--- src/rtl/rtc_evt_pkg.sv ---
package rtc_evt_pkg;
  // Event flags and enables share one index order: day, alarm, day alarm,
  // stopwatch, clock fail.
  localparam int NUM_EVT       = 5;
  localparam int NUM_PEND      = 3;
  localparam int CTRL_EN_LSB   = 4;
  localparam int CTRL_MUTE_BIT = CTRL_EN_LSB + NUM_EVT;
  localparam int STAT_PEND_LSB = NUM_EVT;
  localparam int STAT_USED     = NUM_EVT + NUM_PEND;

  typedef enum logic [1:0] {
    SEL_NONE = 2'd0,
    SEL_CTRL = 2'd1,
    SEL_STAT = 2'd2
  } reg_sel_e;
endpackage

--- src/rtl/rtc_evt_ctrl.sv ---
module rtc_evt_ctrl
  import rtc_evt_pkg::*;
#(
  parameter int DATA_W = 16
) (
  input  logic              clk,
  input  logic              rst_n,
  input  logic              wr_en,
  input  logic [DATA_W-1:0] wdata,
  output logic [NUM_EVT-1:0] en_o,
  output logic              mute_o,
  output logic [DATA_W-1:0] word_o
);
  logic [NUM_EVT-1:0] en_q;
  logic               mute_q;

  always_ff @(posedge clk or negedge rst_n) begin
    if (!rst_n) begin
      en_q   <= '0;
      mute_q <= 1'b0;
    end else if (wr_en) begin
      en_q   <= wdata[CTRL_EN_LSB +: NUM_EVT];
      mute_q <= wdata[CTRL_MUTE_BIT];
    end
  end

  always_comb begin
    word_o = '0;
    word_o[CTRL_EN_LSB +: NUM_EVT] = en_q;
    word_o[CTRL_MUTE_BIT]          = mute_q;
  end

  assign en_o   = en_q;
  assign mute_o = mute_q;
endmodule

--- src/rtl/rtc_evt_flags.sv ---
module rtc_evt_flags
  import rtc_evt_pkg::*;
(
  input  logic               clk,
  input  logic               rst_n,
  input  logic [NUM_EVT-1:0] evt_i,
  input  logic               clr_i,
  output logic [NUM_EVT-1:0] flags_o
);
  // One sticky cell per event; a new event outranks a clear in the same cycle.
  for (genvar i = 0; i < NUM_EVT; i++) begin : g_cell
    logic flag_q;
    always_ff @(posedge clk or negedge rst_n) begin
      if (!rst_n)          flag_q <= 1'b0;
      else if (evt_i[i])   flag_q <= 1'b1;
      else if (clr_i)      flag_q <= 1'b0;
    end
    assign flags_o[i] = flag_q;
  end
endmodule

--- src/rtl/rtc_evt_irq.sv ---
module rtc_evt_irq
  import rtc_evt_pkg::*;
(
  input  logic [NUM_EVT-1:0] flags_i,
  input  logic [NUM_EVT-1:0] en_i,
  input  logic               emu_i,
  input  logic               mute_i,
  output logic               irq_o
);
  logic any_req;
  logic silenced;

  always_comb begin
    any_req  = |(flags_i & en_i);
    silenced = emu_i & mute_i;
    irq_o    = any_req & ~silenced;
  end
endmodule

--- src/rtl/rtc_evt_rdmux.sv ---
module rtc_evt_rdmux
  import rtc_evt_pkg::*;
#(
  parameter int DATA_W = 16
) (
  input  logic                clk,
  input  logic                rst_n,
  input  logic                rd_en,
  input  reg_sel_e            sel,
  input  logic [DATA_W-1:0]   ctrl_word,
  input  logic [NUM_EVT-1:0]  flags,
  input  logic [NUM_PEND-1:0] pend,
  output logic [DATA_W-1:0]   rdata
);
  logic [DATA_W-1:0] stat_word;
  logic [DATA_W-1:0] pick;
  logic [DATA_W-1:0] rdata_q;

  always_comb begin
    stat_word = '0;
    stat_word[0 +: NUM_EVT]              = flags;
    stat_word[STAT_PEND_LSB +: NUM_PEND] = pend;
    unique case (sel)
      SEL_CTRL: pick = ctrl_word;
      SEL_STAT: pick = stat_word;
      default:  pick = '0;
    endcase
  end

  always_ff @(posedge clk or negedge rst_n) begin
    if (!rst_n)     rdata_q <= '0;
    else if (rd_en) rdata_q <= pick;
  end

  assign rdata = rdata_q;
endmodule

--- src/rtl/rtc_evt_core.sv ---
module rtc_evt_core
  import rtc_evt_pkg::*;
#(
  parameter int ADDR_W    = 4,
  parameter int DATA_W    = 16,
  parameter int CTRL_ADDR = 0,
  parameter int STAT_ADDR = 1
) (
  input  logic                clk,
  input  logic                rst_n,
  input  logic [ADDR_W-1:0]   bus_addr,
  input  logic                bus_rd,
  input  logic                bus_wr,
  input  logic [DATA_W-1:0]   bus_wdata,
  output logic [DATA_W-1:0]   bus_rdata,
  input  logic [NUM_EVT-1:0]  evt_pulse,
  input  logic [NUM_PEND-1:0] pend_in,
  input  logic                emu_mode,
  output logic                irq
);
  localparam logic [ADDR_W-1:0] A_CTRL = ADDR_W'(CTRL_ADDR);
  localparam logic [ADDR_W-1:0] A_STAT = ADDR_W'(STAT_ADDR);

  reg_sel_e           sel;
  logic               ctrl_wr;
  logic               stat_rd;
  logic [NUM_EVT-1:0] en_v;
  logic               mute_v;
  logic [DATA_W-1:0]  ctrl_word;
  logic [NUM_EVT-1:0] flags_q;

  always_comb begin
    if (bus_addr == A_CTRL)      sel = SEL_CTRL;
    else if (bus_addr == A_STAT) sel = SEL_STAT;
    else                         sel = SEL_NONE;
    ctrl_wr = bus_wr & (sel == SEL_CTRL);
    stat_rd = bus_rd & (sel == SEL_STAT);
  end

  rtc_evt_ctrl #(.DATA_W(DATA_W)) u_ctrl (
    .clk    (clk),
    .rst_n  (rst_n),
    .wr_en  (ctrl_wr),
    .wdata  (bus_wdata),
    .en_o   (en_v),
    .mute_o (mute_v),
    .word_o (ctrl_word)
  );

  rtc_evt_flags u_flags (
    .clk     (clk),
    .rst_n   (rst_n),
    .evt_i   (evt_pulse),
    .clr_i   (stat_rd),
    .flags_o (flags_q)
  );

  rtc_evt_irq u_irq (
    .flags_i (flags_q),
    .en_i    (en_v),
    .emu_i   (emu_mode),
    .mute_i  (mute_v),
    .irq_o   (irq)
  );

  rtc_evt_rdmux #(.DATA_W(DATA_W)) u_rd (
    .clk       (clk),
    .rst_n     (rst_n),
    .rd_en     (bus_rd),
    .sel       (sel),
    .ctrl_word (ctrl_word),
    .flags     (flags_q),
    .pend      (pend_in),
    .rdata     (bus_rdata)
  );
endmodule

--- config.mk ---
export PLATFORM = sky130hd
export DESIGN_NAME = rtc_evt_core
export DESIGN_NICKNAME = d
export VERILOG_FILES = /design/src/rtl/rtc_evt_pkg.sv /design/src/rtl/rtc_evt_ctrl.sv /design/src/rtl/rtc_evt_flags.sv /design/src/rtl/rtc_evt_irq.sv /design/src/rtl/rtc_evt_rdmux.sv /design/src/rtl/rtc_evt_core.sv
export SDC_FILE = /design/constraint.sdc
export NUM_CORES = 1
export LEC_CHECK = 0
export BUFFER_PORTS_ARGS = -buffer_cell sky130_fd_sc_hd__buf_2
export CORE_MARGIN = 3
export CORE_UTILIZATION = 40
export DETAILED_ROUTE_END_ITERATION = 16
export HOLD_SLACK_MARGIN = 0.08
export PLACE_DENSITY = 0.8
export SLEW_MARGIN = 20
export SYNTH_ARGS = -nofsm -noshare
export SYNTH_HDL_FRONTEND = slang
export SYNTH_SLANG_ARGS = --single-unit
--- constraint.sdc ---
create_clock -name clk -period 1.7 [get_ports clk]
set_input_delay 0 -clock clk [delete_from_list [all_inputs] [get_ports clk]]
set_output_delay 0 -clock clk [all_outputs]
set_load 0.1 [all_outputs]
======== Word-level counts from Yosys, hierarchy flattened ========
Cells that the tools add are included.
cells by class
  equality and inequality tests ........... 3
  muxes and demuxes ....................... 9
  bitwise logic cells ..................... 6
  reductions and logical operators ........ 7
operators by type and width
  kind                                                  count
  case mux 10 bit (2 select lines)                      1
  nonzero test 2 bit                                    5
  two-way mux 1 bit                                     6
  AND 5 bit                                             1
  OR reduction 5 bit                                    1
  AND 1 bit                                             4
  equality test 4 x 1 -> 1 bit (second input constant)  1
  logical NOT 4 bit                                     1
  two-way mux 2 bit                                     2
  equality test 2 x 1 -> 1 bit (second input constant)  1
  equality test 2 bit (second input constant)           1
  NOT 1 bit                                             1
word-level totals
  register bits ........................... 27
  input bits .............................. 33
  output and inout port bits .............. 17
  logic and storage cells ................. 33

======== Depth between registers and ports, before layout ========
  depth after elaboration ................. 7
  mapped depth ............................ 3
  gate-level depth less buffers ........... 3

======== Modules after synthesis ========
Synthesis repeated with hierarchy kept, for this count alone.
second synthesis, totals
  cell total of the unflattened synthesis .. 131
  area, all modules ....................... 1526.5 µm²
by module, submodules not included
  module         instances  cells each  area each (µm²)
  rtc_evt_rdmux  1          77          883.3
  rtc_evt_ctrl   1          30          375.4
  rtc_evt_flags  1          16          203.9
  rtc_evt_core   1          5           38.8
  rtc_evt_irq    1          3           25.0

======== Worst setup path after synthesis ========
OpenSTA, ideal clock, no wires.
  path type ............................... register to output
  start ................................... register u_flags.g_cell[0].flag_q
  end ..................................... output port irq
  arrival ................................. 1.935 ns
  data required time ...................... 1.700 ns
  slack ................................... -0.235 ns
  stages on the path, launching flop included .. 3
  path through ............................ dfrtp_1 > a222oi_1 > a22oi_1
on the way
  word-level cells in the longest chain between the ends .. 3
RTL lines
  element                 RTL line             RTL
  start, declared         rtc_evt_flags.sv:12  logic flag_q;
  start signal, assigned  rtc_evt_flags.sv:14  if (!rst_n) flag_q <= 1'b0;
  start signal, assigned  rtc_evt_flags.sv:15  else if (evt_i[i]) flag_q <= 1'b1;
  start signal, assigned  rtc_evt_flags.sv:16  else if (clr_i) flag_q <= 1'b0;
  AND 5 bit               rtc_evt_irq.sv:14    any_req = |(flags_i & en_i);
  OR reduction 5 bit      rtc_evt_irq.sv:14
  AND 1 bit               rtc_evt_irq.sv:16    irq_o = any_req & ~silenced;
  end, declared           rtc_evt_core.sv:19   output logic irq
No other way between the ends.

======== Worst setup path after layout ========
  start ................................... register u_ctrl.en_q[0], in the netlist u_ctrl.en_o[0]
  end ..................................... output port irq
on the way
  word-level cells in the longest chain between the ends .. 3
RTL lines
  element                 RTL line            RTL
  start, declared         rtc_evt_ctrl.sv:14  logic [NUM_EVT-1:0] en_q;
  start signal, assigned  rtc_evt_ctrl.sv:22  en_q <= wdata[CTRL_EN_LSB +: NUM_EVT];
  AND 5 bit               rtc_evt_irq.sv:14
  OR reduction 5 bit      rtc_evt_irq.sv:14
  AND 1 bit               rtc_evt_irq.sv:16
No other way between the ends.

==> out/metrics.yaml <==
min_path:
  whs_path_depth: 3
  holdCritPathClass: "input pin to register"
power_and_ir_drop:
  total_power_mw: 1.14
  p_leak_nw: 0.619
  ir_drop_uv: 526
  power_density_nw_per_um2: 920
cells_and_area:
  drive_gt1_share_pct: 44.7
  areaGrowthSynthToFinish_pct: 39.7
  finish.utilization_pct: 61.0
  n_fill_cell: 177
  multiInputGateArea_um2: 340
  fin_cells: 141
  seqCellArea_um2: 526
  nets: 148
  antenna_cells: 0
  fin_area_um2: 1240
place:
  dp.cells: 122
  dpl_cell_area_um2: 1070
  globalplace.congestion: 0.779
  post-place-ws_ns: 0.365
  hpwl_um: 1470
  io_buffers: 33
global_route:
  gr-total-overflow: 0
  antenna_found_initial: 0
  grt_use_total_pct: 16.9
  grt_max_degree: 22
  grt_pass1_vias: 775
  grt_pass1_wl_um: 3390
drt:
  wl_per_cell_um: 14.9
  first_pass_iters: 4
  vias: 707
  drt-total-wl_um: 2100
  ant_nets: 0
  drt_iter0_drc: 20
  drcViolationCount: 0
  vias_per_cell: 5.01
yosys:
  synth_cells: 63
  synth_cell_types: 16
  avgSynthCellArea_um2: 14.1
  synthDominantAreaCellType: "dfrtp_1"
  ys_warn_count: 0
  ys_seq_area_share_pct: 59.0
  synth_async_sr_flop_share_pct: 100
  synth-main-ff-cell: "dfrtp_1"
  ys_seq_elements: 21
  yosysTopAreaCellShare_pct: 59.0
  yosysMostFrequentCell: "dfrtp_1"
  synth_edf_count: 0
  synthesis.area_um2: 891
  ys_top_cells_by_area: "dfrtp_1, mux2_2, a22o_1, buf_4, a221o_1"
  ys_top_cells_by_count: "dfrtp_1, a22o_1, buf_4, mux2_2, a21o_1"
clocking:
  cts_resized: 0
  insertion_delay_ns: 0.29
  cts-root-buf: "clkbuf_4"
  cts_tree: "done"
  htreeDepth: 1
  cts_buffers: 3
  cts_buffer_depth: 2
  cts.sinks: 21
  clk_pin_slew_ns: 0.11
setup_path:
  crit_fanout: 3
  critPathCaptureType: "primary output"
  reg2reg_depth: 2
  crit_required_ns: 1.70
  cp-start-kind: "register"
  worstPathArrival_ns: 1.53
  path_class: "register to primary output"
floorplanning:
  die_h_um: 53.2
  num_rows: 16
  ios: 50
  core_area_um2: 2040
  die_w_um: 53.2
  dieArea_um2: 2830
  start_util_pct: 43.6
timing:
  fin_skew_ns: 0.00462
  finalHoldViolCount: 0
  setup_viol: 0
  min_period_over_period_pct: 90.2
  layout_setup_ws_ns: 0.167
  tightestPinTransition_ns: 0.545
  period_needed_ns: 1.53
  slew_headroom_pct: 63.5
  maxSlewViolCount: 0
  hold_slack_ns: 0.110
  fmax_mhz: 652
  rsz0062_at_grt: "no"
  fin_tns_setup_ns: 0
run_status:
  status: "complete, no violations"
run:
  cap_violations: 0
-- repair_timing --
action                                  CTS  global route
hold buffers                             15             0
endpoints found under the setup margin    0             0
endpoints found under the hold margin    35             0
buffers inserted                          0             0
-- registers in the layout, indices dropped and copies added (netlist names) --
name	cells
u_ctrl.en_o	5
u_ctrl.mute_o	1
u_flags.g_cell.flag_q	5
u_rd.rdata	10
-- cell type report --
type	count	area share (%)
clock buffers	4	2.11
well taps	27	2.71
flip-flops and latches	21	42.2
multi-input cells	40	27.3
inverters	1	0.302
repair buffers	48	25.3
-- cell usage in the layout, fill, tap and decap left out --
cell type and count:
a21o_1 5, a221o_1 4, a222oi_1 1, a22o_1 6, a22oi_1 1, a22oi_2 1
and2b_2 4, buf_2 33, clkbuf_1 1, clkbuf_4 3, conb_1 6, dfrtp_1 21
dlygate4sd3_1 15, inv_1 1, mux2_2 6, nand2_1 1, nor3_2 1, nor3b_2 1
nor4_1 1, or3b_4 2
-- logic make-up (layout without fill, tap and decap cells) --
logic type | Yosys count | in the layout | synth area share, %
other | 1 | 6 | 0.421
DFF | 21 | 21 | 59.0
and+or+nand+nor | 10 | 10 | 10.1
buffers and inverters | 7 | 53 | 5.48
muxes | 6 | 6 | 7.58
AOI/OAI and AO/OA | 18 | 18 | 17.4
-- critical path: stages, from the launching register on --
cell and delay (ns):
dfrtp_1 0.41, a222oi_1 0.43, a22oi_2 0.08, buf_2 0.31
-- path summary, 6_finish.rpt --
check / start / endpoint / slack, ns
worst max-delay path: u_ctrl.en_o[0]$_DFFE_PN0P_ / irq / 0.17
worst max register to register: u_rd.rdata[6]$_DFFE_PN0P_ / u_rd.rdata[6]$_DFFE_PN0P_ / 0.73
min in group asynchronous: rst_n / u_rd.rdata[7]$_DFFE_PN0P_ / 0.20
max in group asynchronous: rst_n / u_flags.g_cell[0].flag_q$_DFFE_PN0P_ / 1.19
worst min-delay path: bus_addr[0] / u_rd.rdata[8]$_DFFE_PN0P_ / 0.11
worst min register to register: u_rd.rdata[0]$_DFFE_PN0P_ / u_rd.rdata[0]$_DFFE_PN0P_ / 0.52
-- report_power, final --
part	leakage, nW	internal, mW	switching [mW]	total, mW
combinational	0.348	0.103	0.237	0.340
sequential	0.256	0.544	0.0341	0.578
clock	0.0150	0.0911	0.136	0.227
total	0.619	0.738	0.407	1.14
-- per-layer routing --
metal / routed length, µm / global-route usage [%] / share of wire [%]
met1: 737 / 17.0 / 35
met2: 1210 / 33.9 / 58
met3: 123 / 2.82 / 5.9
met4: 26 / 6.38 / 1.2
met5: 0 / 0 / 0
No activity file was read; power rests on OpenSTA's default activity.
